<file path="src/rtl/irq_arb_pkg.sv">
package irq_arb_pkg;
  localparam int LVL_W = 3;
  typedef logic [LVL_W-1:0] lvl_t;
endpackage

</file>
<file path="src/rtl/irq_req_gate.sv">
module irq_req_gate #(
  parameter int N = 8
) (
  input  logic [N-1:0] ready,
  input  logic [N-1:0] ie,
  output logic [N-1:0] req
);
  for (genvar g = 0; g < N; g++) begin : g_gate
    assign req[g] = ready[g] & ie[g];
  end
endmodule

</file>
<file path="src/rtl/irq_prio_enc.sv">
module irq_prio_enc
  import irq_arb_pkg::*;
#(
  parameter int N     = 8,
  parameter int IDX_W = (N > 1) ? $clog2(N) : 1
) (
  input  logic [N-1:0]       req,
  input  logic [N*LVL_W-1:0] levels,
  output logic               any,
  output logic [IDX_W-1:0]   win_idx,
  output lvl_t               win_lvl
);
  always_comb begin
    any     = 1'b0;
    win_idx = '0;
    win_lvl = '0;
    // ascending scan with strict compare keeps the lower index on ties
    for (int i = 0; i < N; i++) begin
      if (req[i] && (!any || (levels[i*LVL_W +: LVL_W] > win_lvl))) begin
        any     = 1'b1;
        win_idx = IDX_W'(i);
        win_lvl = levels[i*LVL_W +: LVL_W];
      end
    end
  end
endmodule

</file>
<file path="src/rtl/irq_lvl_cmp.sv">
module irq_lvl_cmp
  import irq_arb_pkg::*;
#(
  parameter int IDX_W = 3
) (
  input  logic             clk,
  input  logic             rst,
  input  logic             any,
  input  logic [IDX_W-1:0] win_idx,
  input  lvl_t             win_lvl,
  input  lvl_t             cpu_level,
  output logic             irq_q,
  output logic [IDX_W-1:0] idx_q,
  output lvl_t             lvl_q
);
  logic outranks;
  assign outranks = any && (win_lvl > cpu_level);

  always_ff @(posedge clk) begin
    if (rst) begin
      irq_q <= 1'b0;
      idx_q <= '0;
      lvl_q <= '0;
    end else begin
      irq_q <= outranks;
      idx_q <= win_idx;
      lvl_q <= win_lvl;
    end
  end
endmodule

</file>
<file path="src/rtl/irq_svc_latch.sv">
module irq_svc_latch
  import irq_arb_pkg::*;
#(
  parameter int IDX_W = 3
) (
  input  logic             clk,
  input  logic             rst,
  input  logic             boundary,
  input  logic             ack,
  input  logic             irq,
  input  logic [IDX_W-1:0] idx_in,
  input  lvl_t             lvl_in,
  output logic             held,
  output logic [IDX_W-1:0] idx_out,
  output lvl_t             lvl_out
);
  always_ff @(posedge clk) begin
    if (rst) begin
      held    <= 1'b0;
      idx_out <= '0;
      lvl_out <= '0;
    end else if (held) begin
      if (ack) held <= 1'b0;
    end else if (boundary && irq) begin
      held    <= 1'b1;
      idx_out <= idx_in;
      lvl_out <= lvl_in;
    end
  end
endmodule

</file>
<file path="src/rtl/irq_prio_arbiter.sv">
module irq_prio_arbiter
  import irq_arb_pkg::*;
#(
  parameter int N     = 8,
  parameter int IDX_W = (N > 1) ? $clog2(N) : 1
) (
  input  logic               clk,
  input  logic               rst,
  input  logic [N-1:0]       dev_ready,
  input  logic [N-1:0]       dev_ie,
  input  logic [N*LVL_W-1:0] dev_level,
  input  logic [LVL_W-1:0]   cpu_level,
  input  logic               boundary,
  input  logic               ack,
  output logic               irq,
  output logic               svc_valid,
  output logic [IDX_W-1:0]   svc_idx,
  output logic [LVL_W-1:0]   svc_lvl
);
  logic [N-1:0]     req;
  logic             any;
  logic [IDX_W-1:0] win_idx, idx_q;
  lvl_t             win_lvl, lvl_q;

  irq_req_gate #(.N(N)) u_gate (
    .ready(dev_ready), .ie(dev_ie), .req(req)
  );

  irq_prio_enc #(.N(N), .IDX_W(IDX_W)) u_enc (
    .req(req), .levels(dev_level), .any(any),
    .win_idx(win_idx), .win_lvl(win_lvl)
  );

  irq_lvl_cmp #(.IDX_W(IDX_W)) u_cmp (
    .clk(clk), .rst(rst), .any(any), .win_idx(win_idx), .win_lvl(win_lvl),
    .cpu_level(cpu_level), .irq_q(irq), .idx_q(idx_q), .lvl_q(lvl_q)
  );

  irq_svc_latch #(.IDX_W(IDX_W)) u_latch (
    .clk(clk), .rst(rst), .boundary(boundary), .ack(ack), .irq(irq),
    .idx_in(idx_q), .lvl_in(lvl_q),
    .held(svc_valid), .idx_out(svc_idx), .lvl_out(svc_lvl)
  );
endmodule

</file>
<file path="config.mk">
export PLATFORM = sky130hd
export DESIGN_NAME = irq_prio_arbiter
export DESIGN_NICKNAME = d
export VERILOG_FILES = /design/src/rtl/irq_arb_pkg.sv /design/src/rtl/irq_req_gate.sv /design/src/rtl/irq_prio_enc.sv /design/src/rtl/irq_lvl_cmp.sv /design/src/rtl/irq_svc_latch.sv /design/src/rtl/irq_prio_arbiter.sv
export SDC_FILE = /design/constraint.sdc
export NUM_CORES = 1
export LEC_CHECK = 0
export BUFFER_PORTS_ARGS = -buffer_cell sky130_fd_sc_hd__buf_2
export CORE_MARGIN = 3
export CORE_UTILIZATION = 40
export DETAILED_ROUTE_END_ITERATION = 10
export HOLD_SLACK_MARGIN = 0.03
export PLACE_DENSITY_LB_ADDON = 0.2
export SYNTH_ARGS = -nofsm -noshare
export SYNTH_HDL_FRONTEND = slang
export SYNTH_SLANG_ARGS = --single-unit
</file>
<file path="constraint.sdc">
create_clock -name clk -period 30.3 [get_ports clk]
set_input_delay 1.515 -clock clk [delete_from_list [all_inputs] [get_ports clk]]
set_output_delay 1.515 -clock clk [all_outputs]
set_load 0.005 [all_outputs]
</file>
==> results.md, run 1 <==
- Status: complete, no violations
- Ports: 55
- Unrepaired setup endpoints after global routing: false
- FP Rows: 22
- Clock Tree Buf Depth: 2
- Slowest cell on crit path: o21bai_1
- Clk Latency, worst-skew pair: 230 ps
- Final setup viols: 0
- CTS Buf Count: 3
- Largest net degree at the start of global routing: 18
- Top cells by area, synth: ha_1, dfxtp_1, a21oi_1
- PwrDens: between 30 and 40 nW/µm²
- Cell variety after synth: 52
- Grt ovf: 0
- Initial DRC Count: 67
- # Max-Cap Violations: 0
- Post-route DRC: 0
- Crit path DAT: around 12000 ps
- Floorplan Core Area: 3799 µm²
- CTS resizes: 0
- Setup slack, reg-to-reg: 29190 ps
- Largest area contributor in the netlist: ha_1
- Critical Path RT: around 30000 ps
- Worst slew pin tran: 686.8 ps
- PortBufs: between 50 and 60
- CP startpoint: dev_ready[0]
- Area Overhead vs Synth: 20.03%
- Vias in the first global route: between 1000 and 1500
- Number of synthesized flops with an enable pin: 0
- Critical-path maximum fanout: 10
- Slew margin rel.: between 50% and 60%
- Starting Density: 42.75%
- Highest Clock Rate: around 83 MHz
- Primary FF master, synth: dfxtp_1
- Setup WS pre-CTS: between 15000 and 20000 ps
- Syn. warnings: 0
- Diode count: 0
- CTS tree: yes
- VDD IR max: roughly 0.014 mV
- Reg2Reg Depth: 3
- Antenna Nets Post-Route: 0
- Gr usage total: 15.20%
- Final WS setup: about 18000 ps
- Synthesis-stage register bit count: 14
- Hold Crit Class: register to register
- Synth top area share: 17.72%
- Reg-to-reg startpoint: u_latch.held
- Slowest cell delay on critical path: 560 ps
- FFs w/ async S/R, synth: 0%
- HP Start: u_cmp.lvl_q[1]
- CTS clk-pin slew, worst paths: 50 ps
- Final HPWL DP: approximately 3200 µm
- Total negative slack: 0 ps
- First-pass GRT wire length: approximately 6300 µm
- Htree depth: 1
- Die height: around 70 µm
- Sequential area share after synthesis: approximately 17%
- Syn_nets: approximately 270
- Worst R2R End: u_latch.idx_out[1]
- Vias per cell: around 5.3
- Clock sinks: 14
- Vias post-DR: between 1500 and 2000
- RD Place Congestion: between 0.7 and 0.8
- Mapped Area: around 1600 µm²
- DIE AREA: just under 5000 µm²
- Tot Pwr: about 0.077 mW
- Minimum clock period: around 12000 ps
- Period utilization: a little under 40%
- CP most frequent cell: ha_1
- Leak pwr: around 0.98 nW
- Detailed Routing Iterations Pass 1: 4
- Die Wd: 69.72 µm
- Root Buffer: clkbuf_8
- # hold bufs at CTS: 0
- CP Capture Type: register
- Hold Violations, Final: 0
- Initial antenna violation count: 0
- Fin nets: around 330
- Avg Inst Size Synth: about 8.0 µm²
- Crit path to: u_cmp.irq_q
- Post-Route WL: 3670 µm
- Share of cells above drive strength 1: roughly 29%
- Syn Inst Count: just over 200
- Setup Buffers After CTS: 0
- DR WL/cell: approximately 12 µm
- Startpoint types: input port
- Critical path class: input port to register
- Final Max Tran Viols: 0
- Worst clock skew: 0.4181 ps
## layout make-up
cell class,count,area [µm²]
Fill cell,391,1849
Clock buffer,3,41.29
Multi-Input combinational cell,168,1245
Timing Repair Buffer,54,270.3
Sequential cell,14,280.3
Inverter,14,52.55
Tap cell,48,60.06
## cell usage in the layout, fill, tap and decap left out, types with 2 or more instances in the layout
cell type,n
mux2i_1,7
ha_1,23
o21a_1,6
nand2_1,16
dfxtp_1,14
nor2_1,13
buf_2,54
o21ai_0,7
nand3b_1,5
or3_1,2
inv_1,14
a21oi_1,16
o211ai_1,4
o211ai_2,2
and2_2,2
a211oi_2,2
o21bai_1,4
nor2b_1,3
a21o_1,5
nand3_1,5
clkbuf_8,3
a211oi_1,4
a31oi_1,6
o22ai_1,2
and2_1,5
a211o_1,2
a22oi_1,2
o21ai_2,2
## critical path, delay by kind of cell
kind | cells | cell delay (ps)
compound gates | 29 | 5700
fa+ha+maj | 8 | 2340
buf+inv | 2 | 190
mux | 1 | 170
simple gates | 13 | 2170
## metal layers
layer / vias up / track usage [%] / wire length [µm]
met5: - / 0 / 0
met3: 2 / 1.449 / 202
met1: 694 / 21.06 / 1810
met2: 39 / 25.53 / 1648
met4: 0 / 3.191 / 8
li1: 864 / - / -
## cells in the mapped netlist (all sizes together), types with 2 or more instances
master,n
a211o,2
a211oi,6
a21o,5
a21oi,17
a22oi,2
a31oi,7
and2,7
and3,2
buf,4
clkbuf,2
dfxtp,14
ha,23
inv,14
mux2i,7
nand2,17
nand3,5
nand3b,5
nor2,13
nor2b,3
o211ai,6
o21a,6
o21ai,9
o21ba,2
o21bai,4
o22ai,2
or2,2
or3,2
## cell families (layout without fill, tap and decap cells)
kind of cell    after synthesis  after routing  share of synthesized area [%]
mux                           8              8                          5.008
simple gates                 59             59                          18.65
compound gates               78             78                          35.29
fa+ha+maj                    23             23                          17.72
buf+inv                      20             71                          6.086
flops                        14             14                          17.26
## stage by stage
| stage | hold slack, ps | instances | utilization, % | instance area [µm²] |
|---|---|---|---|---|
| global placement | 442.9 | 298 | 50.23 | 1908 |
| floorplan | 436.5 | 202 | - | 1624 |
| CTS | 465.1 | 301 | 51.32 | 1949 |
| finish | 463.0 | 301 | 51.32 | 1949 |
| global route | 493.3 | 301 | 51.32 | 1949 |
| detailed placement | 450.7 | 298 | 50.23 | 1908 |
## worst min path at each step
stage,to,slack [ps],depth (start not counted)
floorplan,u_latch.idx_out[0],440,2
detailed placement,u_latch.lvl_out[1],450,2
CTS,u_latch.lvl_out[1],470,2
global placement,u_latch.lvl_out[1],440,2
global route,u_latch.lvl_out[1],490,2
finish,u_latch.lvl_out[1],460,2
## sequential cells by signal (all words and copies together), names as in the netlist
register	flops
u_cmp.irq_q	1
u_cmp.idx_q	3
u_latch.idx_out	3
u_latch.held	1
u_cmp.lvl_q	3
u_latch.lvl_out	3
## power by group
part	internal [mW]	leakage [nW]	total, mW	switching, mW
Combinational	0.0188	0.848	0.0407	0.0219
Clock	0.00873	0.0216	0.0142	0.00550
Sequential	0.0209	0.115	0.0216	0.000768
(Power assumes the default switching activity.)
==> inputs of run 2 (changes only) <==
==> constraint.sdc (replaced) <==
create_clock -name clk -period 12.4 [get_ports clk]
set_input_delay 0.62 -clock clk [delete_from_list [all_inputs] [get_ports clk]]
set_output_delay 0.62 -clock clk [all_outputs]
set_load 0.005 [all_outputs]
==> results.md, run 2 (synthesis gave the netlist of run 1 again) <==
- Highest Clock Rate: around 90 MHz
- CP Capture Type: register (unchanged)
- CTS Buf Count: 3 (unchanged)
- Hold Violations, Final: 0 (unchanged)
- Starting Density: 42.75% (unchanged)
- Ports: 55 (unchanged)
- Clock sinks: 14 (unchanged)
- PortBufs: 54 (unchanged)
- DIE AREA: 4861 µm² (unchanged)
- Critical path class: input port to register (unchanged)
- Status: complete, no violations (unchanged)
- # Max-Cap Violations: 0 (unchanged)
- Gr usage total: 15.24% (was 15.20%)
- Vias post-DR: 1594 (was 1599)
- Minimum clock period: between 10000 and 15000 ps
- Startpoint types: input port (unchanged)
- Post-Route WL: 3616 µm (was 3670 µm)
- Most frequent cells in the layout: buf_2, ha_1, a21oi_1, nand2_1 (unchanged)
- Antenna Nets Post-Route: 0 (unchanged)
- Tot Pwr: 0.1944 mW (was 0.07658 mW)
- Area Overhead vs Synth: 20.88% (was 20.03%)
- CP most frequent cell: ha_1 (unchanged)
- DR WL/cell: 11.97 µm (was 12.19 µm)
- HP Start: u_cmp.lvl_q[1] (unchanged)
- Floorplan Core Area: 3799 µm² (unchanged)
- Slew margin rel.: 53.38% (was 54.12%)
- Die Wd: 69.72 µm (unchanged)
- CTS clk-pin slew, worst paths: 50 ps (about the same)
- Total negative slack: 0 ps (unchanged)
- Inst Count DP: 298 (unchanged)
- RD Place Congestion: 0.8135 (was 0.7983)
- Diode count: 0 (unchanged)
- Reg-to-reg startpoint: u_latch.held (unchanged)
- Placed cell area: 1908 µm² (unchanged)
- CP startpoint: dev_ready[0] (unchanged)
- Fillers: 412 (was 391)
- Final Max Tran Viols: 0 (unchanged)
- Grt ovf: 0 (unchanged)
- Crit path DAT: 11250 ps (was 12120 ps)
- CTS resizes: 0 (unchanged)
- Worst slew pin tran: 697.9 ps (was 686.8 ps)
- Initial DRC Count: 43 (was 67)
- FP Rows: 22 (unchanged)
- Post-Layout Cell Count: 302 (was 301)
- Unrepaired setup endpoints after global routing: false (unchanged)
- Largest net degree at the start of global routing: 18 (unchanged)
- Slowest cell on crit path: o21bai_1 (unchanged)
- Final setup viols: 0 (unchanged)
- Vias in the first global route: 1501 (was 1490)
- Hold Crit Class: register to register (unchanged)
- VDD IR max: 0.04532 mV (was 0.01403 mV)
- # hold bufs at CTS: 0 (unchanged)
- PwrDens: 99.00 nW/µm² (was 39.28 nW/µm²)
- Slowest cell delay on critical path: 570 ps (was 560 ps)
- Initial antenna violation count: 0 (unchanged)
- First-pass GRT wire length: 6258 µm (was 6334 µm)
- Die height: 69.72 µm (unchanged)
- Fin nets: 325 (unchanged)
- CTS tree: yes (unchanged)
- Critical-path maximum fanout: 10 (unchanged)
- Clk Latency, worst-skew pair: 240 ps (was 230 ps)
- Setup Buffers After CTS: 0 (unchanged)
- Final instance area: 1963 µm² (was 1949 µm²)
- Root Buffer: clkbuf_8 (unchanged)
- Detailed Routing Iterations Pass 1: 4 (unchanged)
- Worst clock skew: 0.6287 ps (was 0.4181 ps)
- Vias per cell: 5.278 (was 5.312)
- Commonest non-fill, non-tap cell in the layout: buf_2 (unchanged)
- Final HPWL DP: 3148 µm (was 3173 µm)
- Htree depth: 1 (unchanged)
- Leak pwr: 0.9920 nW (was 0.9848 nW)
- Final hold slack: 462.6 ps (was 463.0 ps)
- Post-route DRC: 0 (unchanged)
- Period utilization: between 80% and 90%
- Share of cells above drive strength 1: 29.13% (was 28.85%)
- Critical Path RT: 12510 ps (was 30400 ps)
- Clock Tree Buf Depth: 2 (unchanged)
run 2: cell types whose count changed in the layout (fill, tap and decap cells not counted):
cell / change
clkbuf_8: +1
run 2: critical path: cells and delay by family:
| family | cells | cell delay [ps] |
|---|---|---|
| multiplexers | 1 | 160 |
| AO/OA/AOI/OAI | 29 | 5670 |
| AND/OR/NAND/NOR | 14 | 2330 |
| adder cells (fa/ha/maj) | 8 | 2270 |
| buffers and inverters | 2 | 180 |
run 2: final timing paths:
kind	end	slack [ps]	cells after the start
worst min-delay path	u_latch.lvl_out[1]	460	2
worst min register to register	u_latch.lvl_out[1]	460	2
worst max register to register	u_latch.lvl_out[2]	11300	3
worst max-delay path	u_cmp.irq_q	1260	54
run 2: routing by layer:
| layer | global-route usage (%) | routed length [µm] | vias up |
|---|---|---|---|
| met5 | 0 | 0 | - |
| met4 | 5.745 | 28 | 0 |
| met3 | 1.449 | 115 | 2 |
| met2 | 24.36 | 1567 | 28 |
| met1 | 21.09 | 1905 | 699 |
| li1 | - | - | 865 |
run 2: metrics by stage:
stage | setup slack, ps | utilization, %
floorplan | 2337 | -
global placement | 1181 | 50.23
detailed placement | 1097 | 50.23
CTS | 1269 | 51.68
global route | 212.0 | 51.68
finish | 1264 | 51.68
run 2: layout make-up:
type / count / area [µm²] / share of cell area (%)
well taps: 48 / 60.06 / 3.059
clock buffers: 4 / 55.05 / 2.804
inverters: 14 / 52.55 / 2.677
multi-input cells: 168 / 1245 / 63.42
flip-flops and latches: 14 / 280.3 / 14.28
repair buffers: 54 / 270.3 / 13.77
run 2: power by group:
part	leakage, nW	internal (mW)	switching (mW)
Combinational	0.848	0.0460	0.0531
Clock	0.0288	0.0280	0.0141
Sequential	0.115	0.0510	0.00216
==> inputs of run 3 (changes only) <==
--- a/config.mk
+++ b/config.mk
@@ -5,10 +5,11 @@
 export SDC_FILE = /design/constraint.sdc
 export NUM_CORES = 1
 export LEC_CHECK = 0
-export BUFFER_PORTS_ARGS = -buffer_cell sky130_fd_sc_hd__buf_2
 export CORE_MARGIN = 3
 export CORE_UTILIZATION = 40
 export DETAILED_ROUTE_END_ITERATION = 10
+export DONT_BUFFER_PORTS = 1
+export GPL_TIMING_DRIVEN = 1
 export HOLD_SLACK_MARGIN = 0.03
 export PLACE_DENSITY_LB_ADDON = 0.2
 export SYNTH_ARGS = -nofsm -noshare
==> results.md, run 3 (synthesis gave the netlist of run 1 again) <==
- CTS resizes: 0 (unchanged)
- Die height: 69.72 µm (unchanged)
- Placed cell area: 1638 µm² (was 1908 µm²)
- Crit path to: u_cmp.irq_q (unchanged)
- Critical-path maximum fanout: 10 (unchanged)
- Commonest non-fill, non-tap cell in the layout: ha_1 (was buf_2)
- CTS clk-pin slew, worst paths: 60 ps (was 50 ps)
- Hold Violations, Final: 0 (unchanged)
- Setup WS pre-CTS: 1205 ps (was 1097 ps)
- Final Max Tran Viols: 0 (unchanged)
- Slowest cell on crit path: o21bai_1 (unchanged)
- Ports: 55 (unchanged)
- Critical path class: input port to register (unchanged)
- Htree depth: 1 (unchanged)
- CTS Buf Count: 3 (unchanged)
- CP Capture Type: register (unchanged)
- First-pass GRT wire length: 6141 µm (was 6258 µm)
- Largest net degree at the start of global routing: 18 (unchanged)
- RD Place Congestion: 0.8448 (was 0.8135)
- Vias post-DR: 1459 (was 1594)
- WP buf/inv: 1 (was 2)
- Leak pwr: 0.7674 nW (was 0.9920 nW)
- Crit path DAT: 11130 ps (was 11250 ps)
- Initial DRC Count: 38 (was 43)
- Post-route DRC: 0 (unchanged)
- Area Overhead vs Synth: 4.237% (was 20.88%)
- Clk Latency, worst-skew pair: 240 ps (about the same)
- Tot Pwr: 0.1858 mW (was 0.1944 mW)
- Critical path's top delay family: compound AO/OA/AOI/OAI gates (unchanged)
- Hold Crit Class: input port to register (was register to register)
- Comb pwr share: 47.6% (was 51.0%)
- Final WS setup: 1391 ps (was 1264 ps)
- Clock Tree Buf Depth: 2 (unchanged)
- # hold bufs at CTS: 0 (unchanged)
- Final HPWL DP: 3297 µm (was 3148 µm)
- Internal power: 0.1190 mW (was 0.1251 mW)
- Reg2Reg Depth: 3 (unchanged)
- Starting Density: 42.75% (unchanged)
- Reg-to-reg startpoint: u_latch.held (unchanged)
- VDD IR max: 0.03118 mV (was 0.04532 mV)
- Root Buffer: clkbuf_8 (unchanged)
- Status: complete, no violations (unchanged)
- FP Rows: 22 (unchanged)
- DIE AREA: 4861 µm² (unchanged)
- Post-Route WL: 3792 µm (was 3616 µm)
- Total negative slack: 0 ps (unchanged)
- Floorplan Core Area: 3799 µm² (unchanged)
- PortBufs: 0 (was 54)
- Gr usage total: 14.87% (was 15.24%)
- Setup Buffers After CTS: 0 (unchanged)
- Setup slack, reg-to-reg: 11270 ps (was 11300 ps)
- WP depth: 52 (was 54)
- Critical Path RT: 12520 ps (was 12510 ps)
- Slew margin rel.: 54.25% (was 53.38%)
- Switching Share: 35.96% (was 35.66%)
- Clock sinks: 14 (unchanged)
- Fin nets: 271 (was 325)
- Share of cells above drive strength 1: 10.00% (was 29.13%)
- Slowest cell delay on critical path: 560 ps (was 570 ps)
- Unrepaired setup endpoints after global routing: false (unchanged)
- Final setup viols: 0 (unchanged)
- Initial antenna violation count: 0 (unchanged)
- # Max-Cap Violations: 0 (unchanged)
- Antenna Nets Post-Route: 0 (unchanged)
- Final instance area: 1693 µm² (was 1963 µm²)
- Worst slew pin tran: 684.9 ps (was 697.9 ps)
- Grt ovf: 0 (unchanged)
- Sequential share of power: 28.9% (was 27.4%)
- Vias per cell: 5.883 (was 5.278)
- PwrDens: 109.7 nW/µm² (was 99.00 nW/µm²)
- CTS tree: yes (unchanged)
- Most frequent cells in the layout: ha_1, a21oi_1, nand2_1 (was buf_2, ha_1, a21oi_1, nand2_1)
- Detailed Routing Iterations Pass 1: 4 (unchanged)
- Diode count: 0 (unchanged)
- DR WL/cell: 15.29 µm (was 11.97 µm)
- Fin util: 44.57% (was 51.68%)
- CP startpoint: dev_ready[0] (unchanged)
- Worst clock skew: 6.028 ps (was 0.6287 ps)
- Highest Clock Rate: 90.83 MHz (was 89.80 MHz)
- Startpoint types: input port (unchanged)
- Vias in the first global route: 1455 (was 1501)
- Period utilization: 88.79% (was 89.81%)
- Minimum clock period: 11010 ps (was 11140 ps)
- Worst R2R End: u_latch.idx_out[0] (was u_latch.lvl_out[2])
- CP most frequent cell: ha_1 (unchanged)
- Clock share of power: 23.5% (was 21.7%)
- P_sw: 0.06681 mW (was 0.06930 mW)
- Die Wd: 69.72 µm (unchanged)
-- run 3: routing by layer --
metal	wire length [µm]	track usage (%)	share of wire [%]	vias up
li1	-	-	-	753
met1	1741	18.80	46	666
met2	1801	25.95	47	38
met3	235	2.609	6.2	2
met4	14	3.830	0.37	0
met5	0	0	0	-
-- run 3: cell type report --
class	instances	area (µm²)
Inverter	14	52.55
Tap cell	48	60.06
Sequential cell	14	280.3
Multi-Input combinational cell	168	1245
Clock buffer	4	55.05
Fill cell	388	2106
-- run 3: power by group through the flow --
| stage | clock network, mW | logic [mW] | registers (mW) |
|---|---|---|---|
| after floorplan | 0 | 0.0768 | 0.0538 |
| after global placement | 0 | 0.0839 | 0.0547 |
| after detailed placement | 0 | 0.0886 | 0.0549 |
| after CTS | 0.0446 | 0.0892 | 0.0539 |
| after global routing | 0.0463 | 0.101 | 0.0542 |
| final | 0.0436 | 0.0885 | 0.0537 |
-- run 3: worst min-delay path by stage --
stage,start,to,slack (ps),cells past startpoint
detailed placement,u_cmp.lvl_q[0],u_latch.lvl_out[0],470,2
floorplan,u_cmp.idx_q[0],u_latch.idx_out[0],440,2
CTS,rst,u_cmp.idx_q[2],430,1
global route,rst,u_cmp.idx_q[2],430,1
finish,rst,u_cmp.idx_q[2],440,1
global placement,u_cmp.lvl_q[2],u_latch.lvl_out[2],450,2
-- run 3: metrics by stage --
stage,cells,hold WS [ps]
after floorplan,202,436.5
after global placement,244,448.1
after detailed placement,244,466.5
after CTS,248,429.9
after global routing,248,429.2
final,248,436.0
-- run 3: worst reg2reg max path: stages, from the launching register on --
cell,delay [ps]
dfxtp_1,330
nand3b_1,380
mux2i_1,270
nor2_1,50
